--- src/rtl/smbus_host.sv ---
module smbus_host #(
  parameter int QUARTER = 125
) (
  input  logic       clk,
  input  logic       rst_n,
  input  logic [3:0] reg_addr,
  input  logic       reg_wr,
  input  logic [7:0] reg_wdata,
  output logic [7:0] reg_rdata,
  input  logic       scl_in,
  input  logic       sda_in,
  output logic       scl_oe,
  output logic       sda_oe
);
  localparam int DW = (QUARTER > 1) ? $clog2(QUARTER) : 1;
  localparam logic [3:0] OP_START = 4'd0, OP_TXRAW = 4'd1, OP_TXW = 4'd2, OP_TXR = 4'd3,
                         OP_TXCMD = 4'd4, OP_TXD0 = 4'd5, OP_TXD1 = 4'd6, OP_RX0A = 4'd7,
                         OP_RX0N = 4'd8, OP_RX1N = 4'd9, OP_STOP = 4'd10;

  function automatic logic [3:0] step_op(input logic [2:0] p, input logic rd, input logic [3:0] i);
    logic [3:0] r;
    r = OP_STOP;
    case (p)
      3'd0: case (i) 4'd0: r = OP_START; 4'd1: r = OP_TXRAW; default: r = OP_STOP; endcase
      3'd1: case (i) 4'd0: r = OP_START; 4'd1: r = OP_TXRAW; 4'd2: r = rd ? OP_RX0N : OP_TXCMD;
                     default: r = OP_STOP; endcase
      3'd2: if (!rd)
              case (i) 4'd0: r = OP_START; 4'd1: r = OP_TXW; 4'd2: r = OP_TXCMD; 4'd3: r = OP_TXD0;
                       default: r = OP_STOP; endcase
            else
              case (i) 4'd0: r = OP_START; 4'd1: r = OP_TXW; 4'd2: r = OP_TXCMD; 4'd3: r = OP_START;
                       4'd4: r = OP_TXR; 4'd5: r = OP_RX0N; default: r = OP_STOP; endcase
      3'd3: if (!rd)
              case (i) 4'd0: r = OP_START; 4'd1: r = OP_TXW; 4'd2: r = OP_TXCMD; 4'd3: r = OP_TXD0;
                       4'd4: r = OP_TXD1; default: r = OP_STOP; endcase
            else
              case (i) 4'd0: r = OP_START; 4'd1: r = OP_TXW; 4'd2: r = OP_TXCMD; 4'd3: r = OP_START;
                       4'd4: r = OP_TXR; 4'd5: r = OP_RX0A; 4'd6: r = OP_RX1N; default: r = OP_STOP; endcase
      default:
              case (i) 4'd0: r = OP_START; 4'd1: r = OP_TXW; 4'd2: r = OP_TXCMD; 4'd3: r = OP_TXD0;
                       4'd4: r = OP_TXD1; 4'd5: r = OP_START; 4'd6: r = OP_TXR; 4'd7: r = OP_RX0A;
                       4'd8: r = OP_RX1N; default: r = OP_STOP; endcase
    endcase
    return r;
  endfunction

  logic [2:0] flags;
  logic [7:0] en_r, adr, cmd, d0, d1;
  logic [5:0] ctl_hi;
  logic busy, fin, nack, scl_low, sda_low;
  logic [2:0] proto;
  logic [3:0] step, bitc;
  logic [1:0] q;
  logic [DW-1:0] div;
  logic [6:0] rxsh;
  logic [7:0] txbyte;

  wire tick     = busy && (div == DW'(QUARTER - 1));
  wire [3:0] op = fin ? OP_STOP : step_op(proto, adr[0], step);
  wire is_tx    = (op >= OP_TXRAW) && (op <= OP_TXD1);
  wire is_rx    = (op >= OP_RX0A) && (op <= OP_RX1N);
  wire ack_slot = bitc[3];
  wire txbit    = txbyte[3'd7 - bitc[2:0]];
  wire wr_hc    = reg_wr && (reg_addr == 4'd3);
  wire abort    = wr_hc && reg_wdata[5];
  wire go       = wr_hc && reg_wdata[4] && !reg_wdata[5] && !busy;

  always_comb begin
    case (op)
      OP_TXRAW: txbyte = adr;
      OP_TXW:   txbyte = {adr[7:1], 1'b0};
      OP_TXR:   txbyte = {adr[7:1], 1'b1};
      OP_TXCMD: txbyte = cmd;
      OP_TXD0:  txbyte = d0;
      OP_TXD1:  txbyte = d1;
      default:  txbyte = 8'h00;
    endcase
  end

  always_comb begin
    case (reg_addr)
      4'd0:    reg_rdata = {4'b0, flags, 1'b0};
      4'd1:    reg_rdata = en_r;
      4'd2:    reg_rdata = {ctl_hi, 1'b0, busy};
      4'd4:    reg_rdata = adr;
      4'd5:    reg_rdata = cmd;
      4'd8:    reg_rdata = d0;
      4'd9:    reg_rdata = d1;
      default: reg_rdata = 8'h00;
    endcase
  end

  assign scl_oe = scl_low;
  assign sda_oe = sda_low;

  always_ff @(posedge clk) begin
    if (!rst_n) begin
      flags <= '0; en_r <= '0; adr <= '0; cmd <= '0; d0 <= '0; d1 <= '0; ctl_hi <= '0;
      busy <= 1'b0; fin <= 1'b0; nack <= 1'b0; scl_low <= 1'b0; sda_low <= 1'b0;
      proto <= '0; step <= '0; bitc <= '0; q <= '0; div <= '0; rxsh <= '0;
    end else begin
      div <= (busy && !tick) ? div + 1'b1 : '0;
      if (reg_wr)
        case (reg_addr)
          4'd0: flags  <= flags & ~reg_wdata[3:1];
          4'd1: en_r   <= reg_wdata;
          4'd2: ctl_hi <= reg_wdata[7:2];
          4'd4: adr    <= reg_wdata;
          4'd5: cmd    <= reg_wdata;
          4'd8: d0     <= reg_wdata;
          4'd9: d1     <= reg_wdata;
          default: ;
        endcase
      if (abort) begin
        busy <= 1'b0; scl_low <= 1'b0; sda_low <= 1'b0;
      end else if (go) begin
        if (reg_wdata[2:0] >= 3'd5) flags[0] <= 1'b1;
        else begin
          busy <= 1'b1; proto <= reg_wdata[2:0]; step <= '0; bitc <= '0;
          q <= '0; fin <= 1'b0; nack <= 1'b0;
        end
      end else if (tick) begin
        q <= q + 1'b1;
        case (q)
          2'd0: begin
            if (op == OP_START)     sda_low <= 1'b0;
            else if (op == OP_STOP) sda_low <= 1'b1;
            else if (is_tx)         sda_low <= !ack_slot && !txbit;
            else                    sda_low <= ack_slot && (op == OP_RX0A);
          end
          2'd1: scl_low <= 1'b0;
          2'd2: begin
            if (op == OP_START)     sda_low <= 1'b1;
            else if (op == OP_STOP) sda_low <= 1'b0;
            else if (is_tx && !ack_slot && txbit && !sda_in) begin
              busy <= 1'b0; scl_low <= 1'b0; sda_low <= 1'b0; flags[1] <= 1'b1;
            end else if (is_tx && ack_slot && sda_in) nack <= 1'b1;
            else if (is_rx && !ack_slot) begin
              rxsh <= {rxsh[5:0], sda_in};
              if (bitc == 4'd7) begin
                if (op == OP_RX1N) d1 <= {rxsh, sda_in};
                else               d0 <= {rxsh, sda_in};
              end
            end
          end
          default: begin
            if (op == OP_STOP) begin
              busy <= 1'b0;
              if (nack) flags[0] <= 1'b1;
              else      flags[2] <= 1'b1;
            end else begin
              scl_low <= 1'b1;
              if (op == OP_START) step <= step + 1'b1;
              else if (ack_slot) begin
                bitc <= '0; step <= step + 1'b1;
                if (nack) fin <= 1'b1;
              end else bitc <= bitc + 1'b1;
            end
          end
        endcase
      end
    end
  end

  a_r2_idle_released: assert property (@(posedge clk) disable iff (!rst_n)
    !busy |-> (!scl_low && !sda_low));
  a_r13_scl_on_tick: assert property (@(posedge clk) disable iff (!rst_n)
    (busy && $past(busy) && !$stable(scl_low)) |-> $past(tick));
  a_r3_abort_idle: assert property (@(posedge clk) disable iff (!rst_n)
    $past(reg_wr && reg_addr == 4'd3 && reg_wdata[5]) |-> (!busy && !scl_low && !sda_low));
  a_r11_block_no_bus: assert property (@(posedge clk) disable iff (!rst_n)
    $past(reg_wr && reg_addr == 4'd3 && reg_wdata[4] && !reg_wdata[5] && !busy && reg_wdata[2:0] >= 3'd5)
      |-> (!busy && flags[0]));
  a_r5_done_sticky: assert property (@(posedge clk) disable iff (!rst_n)
    ($past(flags[2]) && !$past(reg_wr && reg_addr == 4'd0 && reg_wdata[3])) |-> flags[2]);
  a_r12_collision_idle: assert property (@(posedge clk) disable iff (!rst_n)
    $rose(flags[1]) |-> !busy);
  a_r10_error_after_stop: assert property (@(posedge clk) disable iff (!rst_n)
    $rose(flags[0]) |-> (!busy && !scl_low && !sda_low));
endmodule

--- config.mk ---
export PLATFORM = sky130hd
export DESIGN_NAME = smbus_host
export DESIGN_NICKNAME = d
export VERILOG_FILES = /design/src/rtl/smbus_host.sv
export SDC_FILE = /design/constraint.sdc
export NUM_CORES = 1
export LEC_CHECK = 0
export BUFFER_PORTS_ARGS = -buffer_cell sky130_fd_sc_hd__clkbuf_2
export CAP_MARGIN = 20
export CORE_UTILIZATION = 25
export DETAILED_ROUTE_END_ITERATION = 6
export PLACE_DENSITY = 0.41
export RECOVER_POWER = 50
export SLEW_MARGIN = 20
export SYNTH_ARGS = -nofsm -noshare
export SYNTH_HDL_FRONTEND = slang
export SYNTH_SLANG_ARGS = --single-unit
--- constraint.sdc ---
create_clock -name clk -period 4.1 [get_ports clk]
set_input_delay 0.615 -clock clk [delete_from_list [all_inputs] [get_ports clk]]
set_output_delay 0.615 -clock clk [all_outputs]
set_load 0.005 [all_outputs]
==> flow_summary.toml, run 1 <==
[cts]
clk_path_buf_depth = 2
cts_root_buf = "clkbuf_16"
holdBufCountCts = 0
path_clk_slew_ns = 0.06
cts_inserted_buffers = 9
htree_levels = 3
clock-sinks = 85
cts_tree = "yes"
postCtsSetupBuffers = 0
clk_latency_ns = 0.35
cts_resized = 0

[pwr]
p_seq_frac = 0.495
internal_power_uw = 1276
leakage_uw = 0.002336
p_switching_uw = 417.3
ir_drop_mv = 0.1932
pwr-share-comb = 0.057
pwr-share-clk = 0.448
swShare = 0.2465
powerDensity_nw_per_um2 = 285.2

[critical_path]
slowest_delay_ns = 0.56
cp_slowest_cell = "or4_4"
required_ns = 4.32
path_max_fanout = 11
crit_buf_inv = 1
cp-start-kind = "flop"
crit_chain = "inv_1, ha_2, o21bai_1, a2111oi_1, or4_4, a21oi_4, a221oi_1, o32a_1, a31oi_1, or4b_4, a311oi_1, o21ai_1"
rr_worst_depth = 12
critical_path_depth = 12
crit_type = "flop to flop"
path_delay_family = "compound AO/OA/AOI/OAI gates"
endpoint_kind = "flop"
arrival_ns = 4.09

[floorplanning]
start_util = 0.2578
die_area_sq_um = 21650
fp.coreArea_sq_um = 20430
io_pins = 27
die_w_um = 147.2
fp.dieH_um = 147.2
rows = 52

[final_layout]
register_area_sq_um = 1702
areaGrowthSynthToFinish_pct = 12.73
layout-drive-gt1-share = 0.1242
fillCellCount = 2242
nets = 671
diodes = 0
multi_input_area_sq_um = 3343
postLayoutCoreUtil = 0.2907

[logic_synthesis]
seq_area_frac_synth = 0.3230
postSynthCellCount = 635
synth_top_area_share = 0.3230
synthTopCellsByArea = "dfxtp_1, mux2i_1, nand2_1"
synth_commonest_cells = "dfxtp_1, nand2_1, nand3_1"
synthDistinctLibCells = 76
synthArstFlopShare = 0
synth_edf_count = 0
yosys_warnings = 0
syn_area_per_cell_sq_um = 8.295
ys.flop_type = "dfxtp_1"
syn_area_sq_um = 5268
ys_ff_latch = 85
syn_nets = 667
synth_most_common_cell = "dfxtp_1"
synth_top_cell_by_area = "dfxtp_1"

[timing]
fin_hold_ws_ns = 0.4640
finalSetupViolCount = 0
drv_slew = 69
fin_ws_ns = 0.2303
fin_tns_setup_ns = 0
period_share = 0.9438
hold_violations = 0
relSlewSlack = -0.8039
min_period_ns = 3.870
fmax_ghz = 0.2584
worst_pin_slew_ns = 2.706
fin_skew_ns = 0.008519

[placed_design]
pre_cts_ws_ns = 0.1646
gp_congestion = 0.8899
port_buffers = 25
hpwl_mm = 12.15

[route]
drc = 0
drt_iter0_markers = 314
dr.pass1.iters = 5
postRouteAntennaNets = 0
route.final.wire_length_mm = 16.76
via_per_inst = 5.253
num_vias = 4801
wl_per_cell_um = 18.33

[global_route]
grt.total_usage = 0.1583
grt_pass1_vias = 4609
grt-ovfl-total = 0
antenna_found_initial = 0
grt_max_degree = 69
grt_pass1_wl_mm = 26.41

[run]
drv_cap = 1

[hold_path]
min_path_cells = 1
holdCritPathClass = "flop to flop"

[status]
status = "finished, violations left"
failed_checks = "capacitance limit, slew limit"
==> per-layer routing <==
layer | routed length (um) | vias to the layer above | GRT usage
li1 | - | 2329 | -
met1 | 8027 | 2354 | 0.2164
met2 | 7824 | 105 | 0.2573
met3 | 670 | 13 | 0.02081
met4 | 234 | 0 | 0.04897
met5 | 0 | - | 0
==> state kept, by name, summed over array words and instances (netlist names), 4 cells and up, named ones only <==
name,flops
d1,8
cmd,8
rxsh,7
ctl_hi,6
step,4
bitc,4
div,7
en_r,8
adr,8
d0,8
==> path summary, 6_finish.rpt <==
check                        from             endpoint  slack [ns]
min reg2reg     div[0]$_SDFF_PN0_    div[0]$_SDFF_PN0_        0.46
min             div[0]$_SDFF_PN0_    div[0]$_SDFF_PN0_        0.46
max reg2reg  step[0]$_SDFFE_PN0P_  sda_oe$_SDFFE_PP0P_        0.23
max          step[0]$_SDFFE_PN0P_  sda_oe$_SDFFE_PP0P_        0.23
==> per-stage QoR <==
step / cells / power [uW] / instance area (sq um)
global route: 914 / 1759 / 5938
detailed placement: 898 / 952.1 / 5639
finish: 914 / 1693 / 5938
floorplan: 635 / 911.7 / 5268
CTS: 914 / 1718 / 5907
global placement: 898 / 950.8 / 5635
==> area by class of cell <==
| class | count | area share |
|---|---|---|
| Multi-Input combinational cell | 489 | 0.5630 |
| Sequential cell | 85 | 0.2866 |
| Tap cell | 270 | 0.05689 |
| Timing Repair Buffer | 42 | 0.04088 |
| Clock buffer | 11 | 0.03919 |
| Inverter | 12 | 0.007585 |
| Clock inverter | 5 | 0.005900 |
==> power groups by stage <==
stage / sequential [uW] / clock [uW] / combinational (uW)
6_report: 839 / 759 / 95.9
5_1_grt: 839 / 816 / 104
4_1_cts: 838 / 784 / 95.4
3_5_place_dp: 857 / 0 / 94.8
3_3_place_gp: 857 / 0 / 93.7
2_1_floorplan: 853 / 0 / 58.5
==> kinds of logic (layout without fill, tap and decap cells) <==
logic type / after synthesis / count (layout) / synth area share
compound gates: 158 / 158 / 0.2302
xor+xnor: 5 / 5 / 0.008315
fa+ha+maj: 15 / 15 / 0.03563
buf+inv: 61 / 70 / 0.05202
flops: 85 / 85 / 0.3230
mux: 50 / 50 / 0.09715
simple gates: 261 / 261 / 0.2537
==> cells in the final DEF (no fill, tap or decap), drive strengths merged, types with 6 or more instances in the layout <==
cell    netlist  final
a21boi       24     24
a21oi        20     20
a22o          7      7
a22oi        13     13
a31oi         7      7
buf          16     15
clkbuf       33     38
dfxtp        85     85
ha           15     15
inv          12     13
mux2          9      9
mux2i        41     41
nand2        75     75
nand3        51     51
nand4         6      6
nor2         34     34
nor2b        33     33
nor3         18     18
o211a        18     18
o21ai        26     26
or3           6      6
Note: power is estimated with default switching activity, not from simulation.
==> run 2: changes to the inputs <==
--- a/config.mk
+++ b/config.mk
@@ -9,8 +9,9 @@
 export CAP_MARGIN = 20
 export CORE_UTILIZATION = 25
 export DETAILED_ROUTE_END_ITERATION = 6
+export GPL_TIMING_DRIVEN = 1
 export PLACE_DENSITY = 0.41
-export RECOVER_POWER = 50
+export RECOVER_POWER = 25
 export SLEW_MARGIN = 20
 export SYNTH_ARGS = -nofsm -noshare
 export SYNTH_HDL_FRONTEND = slang
==> run 2 against run 1 <==
Against the previous run: the flow still finishes with violations (capacitance limit, slew limit); final cell count stayed put; first-iteration DRC count down 1.6%; global-route usage did not move; count of clock-buffer cells in the layout unchanged; largest power group unchanged.
==> flow_summary.toml, run 2 (synthesis gave the netlist of run 1 again) <==
[status]
status = "finished, violations left"
failed_checks = "capacitance limit, slew limit"

[timing]
hold_violations = 0
fin_tns_setup_ns = 0
fmax_ghz = 0.2567
drv_slew = 69
finalSetupViolCount = 0
fin_hold_ws_ns = 0.4640
worst_pin_slew_ns = 2.709
min_period_ns = 3.896
period_share = 0.9502
fin_skew_ns = 0.008477
relSlewSlack = -0.8059

[final_layout]
design_area_sq_um = 5948
fin_cells = 914
nets = 671
diodes = 0
postLayoutCoreUtil = 0.2912
layout-drive-gt1-share = 0.1273
final_common_cell = "dfxtp_1"
layout_common_cells = "dfxtp_1, nand2_1, nand3_1"
areaGrowthSynthToFinish_pct = 12.92

[cts]
cts_tree = "yes"
cts_root_buf = "clkbuf_16"
htree_levels = 3
path_clk_slew_ns = 0.06
clk_path_buf_depth = 2
clk_latency_ns = 0.35
cts_inserted_buffers = 9
clock-sinks = 85

[route]
drt_iter0_markers = 309
drc = 0
dr.pass1.iters = 7
postRouteAntennaNets = 0
wl_per_cell_um = 18.33
wl_met3_um = 756
top_layer_used = "met4"
via_per_inst = 5.259
num_vias = 4807
route.final.wire_length_mm = 16.76
wl_met1_mm = 7.906
wl_met2_mm = 7.867

[floorplanning]
io_pins = 27
rows = 52
die_area_sq_um = 21650
fp.dieH_um = 147.2
die_w_um = 147.2
start_util = 0.2578
fp.coreArea_sq_um = 20430

[critical_path]
path_max_fanout = 11
crit_type = "flop to flop"
r2r_end = "sda_oe$_SDFFE_PP0P_"
arrival_ns = 4.11
crit_chain = "inv_1, ha_2, o21bai_1, a2111oi_1, or4_4, a21oi_4, a221oi_1, o32a_1, a31oi_1, or4b_4, a311oi_1, o21ai_1"
reg2reg_from = "step[0]$_SDFFE_PN0P_"
path_delay_family = "compound AO/OA/AOI/OAI gates"
crit_buf_inv = 1
cp-start-kind = "flop"
required_ns = 4.32
cp_slowest_cell = "or4b_4"
endpoint_kind = "flop"
slowest_delay_ns = 0.57
rr_worst_depth = 12
r2r_slack_ns = 0.20

[global_route]
antenna_found_initial = 0
grt_pass1_vias = 4609
grt.total_usage = 0.1583
grt_pass1_wl_mm = 26.41
grt_max_degree = 69
grt-ovfl-total = 0

[placed_design]
gp_congestion = 0.8899
hpwl_mm = 12.15
port_buffers = 25
dpl.cell_count = 898
place_area_sq_um = 5639

[pwr]
powerDensity_nw_per_um2 = 284.7
p_seq_frac = 0.495
leakage_uw = 0.002342
ir_drop_mv = 0.1928
pwr-share-clk = 0.448
swShare = 0.2463
pwr-share-comb = 0.057
p_switching_uw = 417.1
internal_power_uw = 1276

[hold_path]
holdCritPathClass = "flop to flop"
min_to = "div[0]$_SDFF_PN0_"
min_path_cells = 1
min_from = "div[0]$_SDFF_PN0_"

[run]
drv_cap = 1
==> run 2: changes by cell type in the layout (fill, tap and decap cells not counted) <==
cell | previous run | this run
buf_4 | 15 | 16
clkbuf_1 | 6 | 5
nor4b_1 | 2 | 1
nor4b_2 | 0 | 1
==> run 2: metal layers <==
metal / vias to the layer above / GRT usage
li1: 2330 / -
met1: 2339 / 0.2164
met2: 125 / 0.2573
met3: 13 / 0.02081
met4: 0 / 0.04897
met5: - / 0
==> run 2: worst max-delay path by stage <==
stage	startpoint	endpoint	slack (ns)	cells after the start
after floorplan	step[0]$_SDFFE_PN0P_	flop	0.49	17
after global placement	step[0]$_SDFFE_PN0P_	flop	0.23	15
after detailed placement	step[0]$_SDFFE_PN0P_	sda_oe$_SDFFE_PP0P_	0.16	13
after CTS	step[0]$_SDFFE_PN0P_	sda_oe$_SDFFE_PP0P_	0.12	13
after global routing	step[0]$_SDFFE_PN0P_	flop	-0.008	16
final	step[0]$_SDFFE_PN0P_	sda_oe$_SDFFE_PP0P_	0.20	12
==> run 2: area by class of cell <==
| class | count | area (sq um) |
|---|---|---|
| clock inverter | 5 | 35.03 |
| multi-input combinational | 489 | 3349 |
| fill | 2238 | 14480 |
| timing repair buffer | 42 | 246.5 |
| tap | 270 | 337.8 |
| sequential | 85 | 1702 |
| inverter | 12 | 45.04 |
| clock buffer | 11 | 232.7 |
==> run 2: stage by stage <==
stage / power [uW] / worst slack (ns)
after detailed placement: 952.1 / 0.1646
after global routing: 1760 / -0.008007
after CTS: 1718 / 0.1186
after global placement: 950.8 / 0.2333
final: 1693 / 0.2041
after floorplan: 911.7 / 0.4938
==> run 2: power by group through the flow <==
stage	Sequential, uW	Clock (uW)	Combinational [uW]
after floorplan	853	0	58.5
after global placement	857	0	93.7
after detailed placement	857	0	94.8
after CTS	838	784	95.4
after global routing	839	816	105
final	839	759	96.3
==> run 2: timing repair <==
item / in CTS / in global routing
endpoints found under the hold margin: 0 / 0
buffers inserted: 0 / 0
hold buffers: 0 / 0
endpoints found under the setup margin: 0 / 5
gates resized for setup: 0 / 10
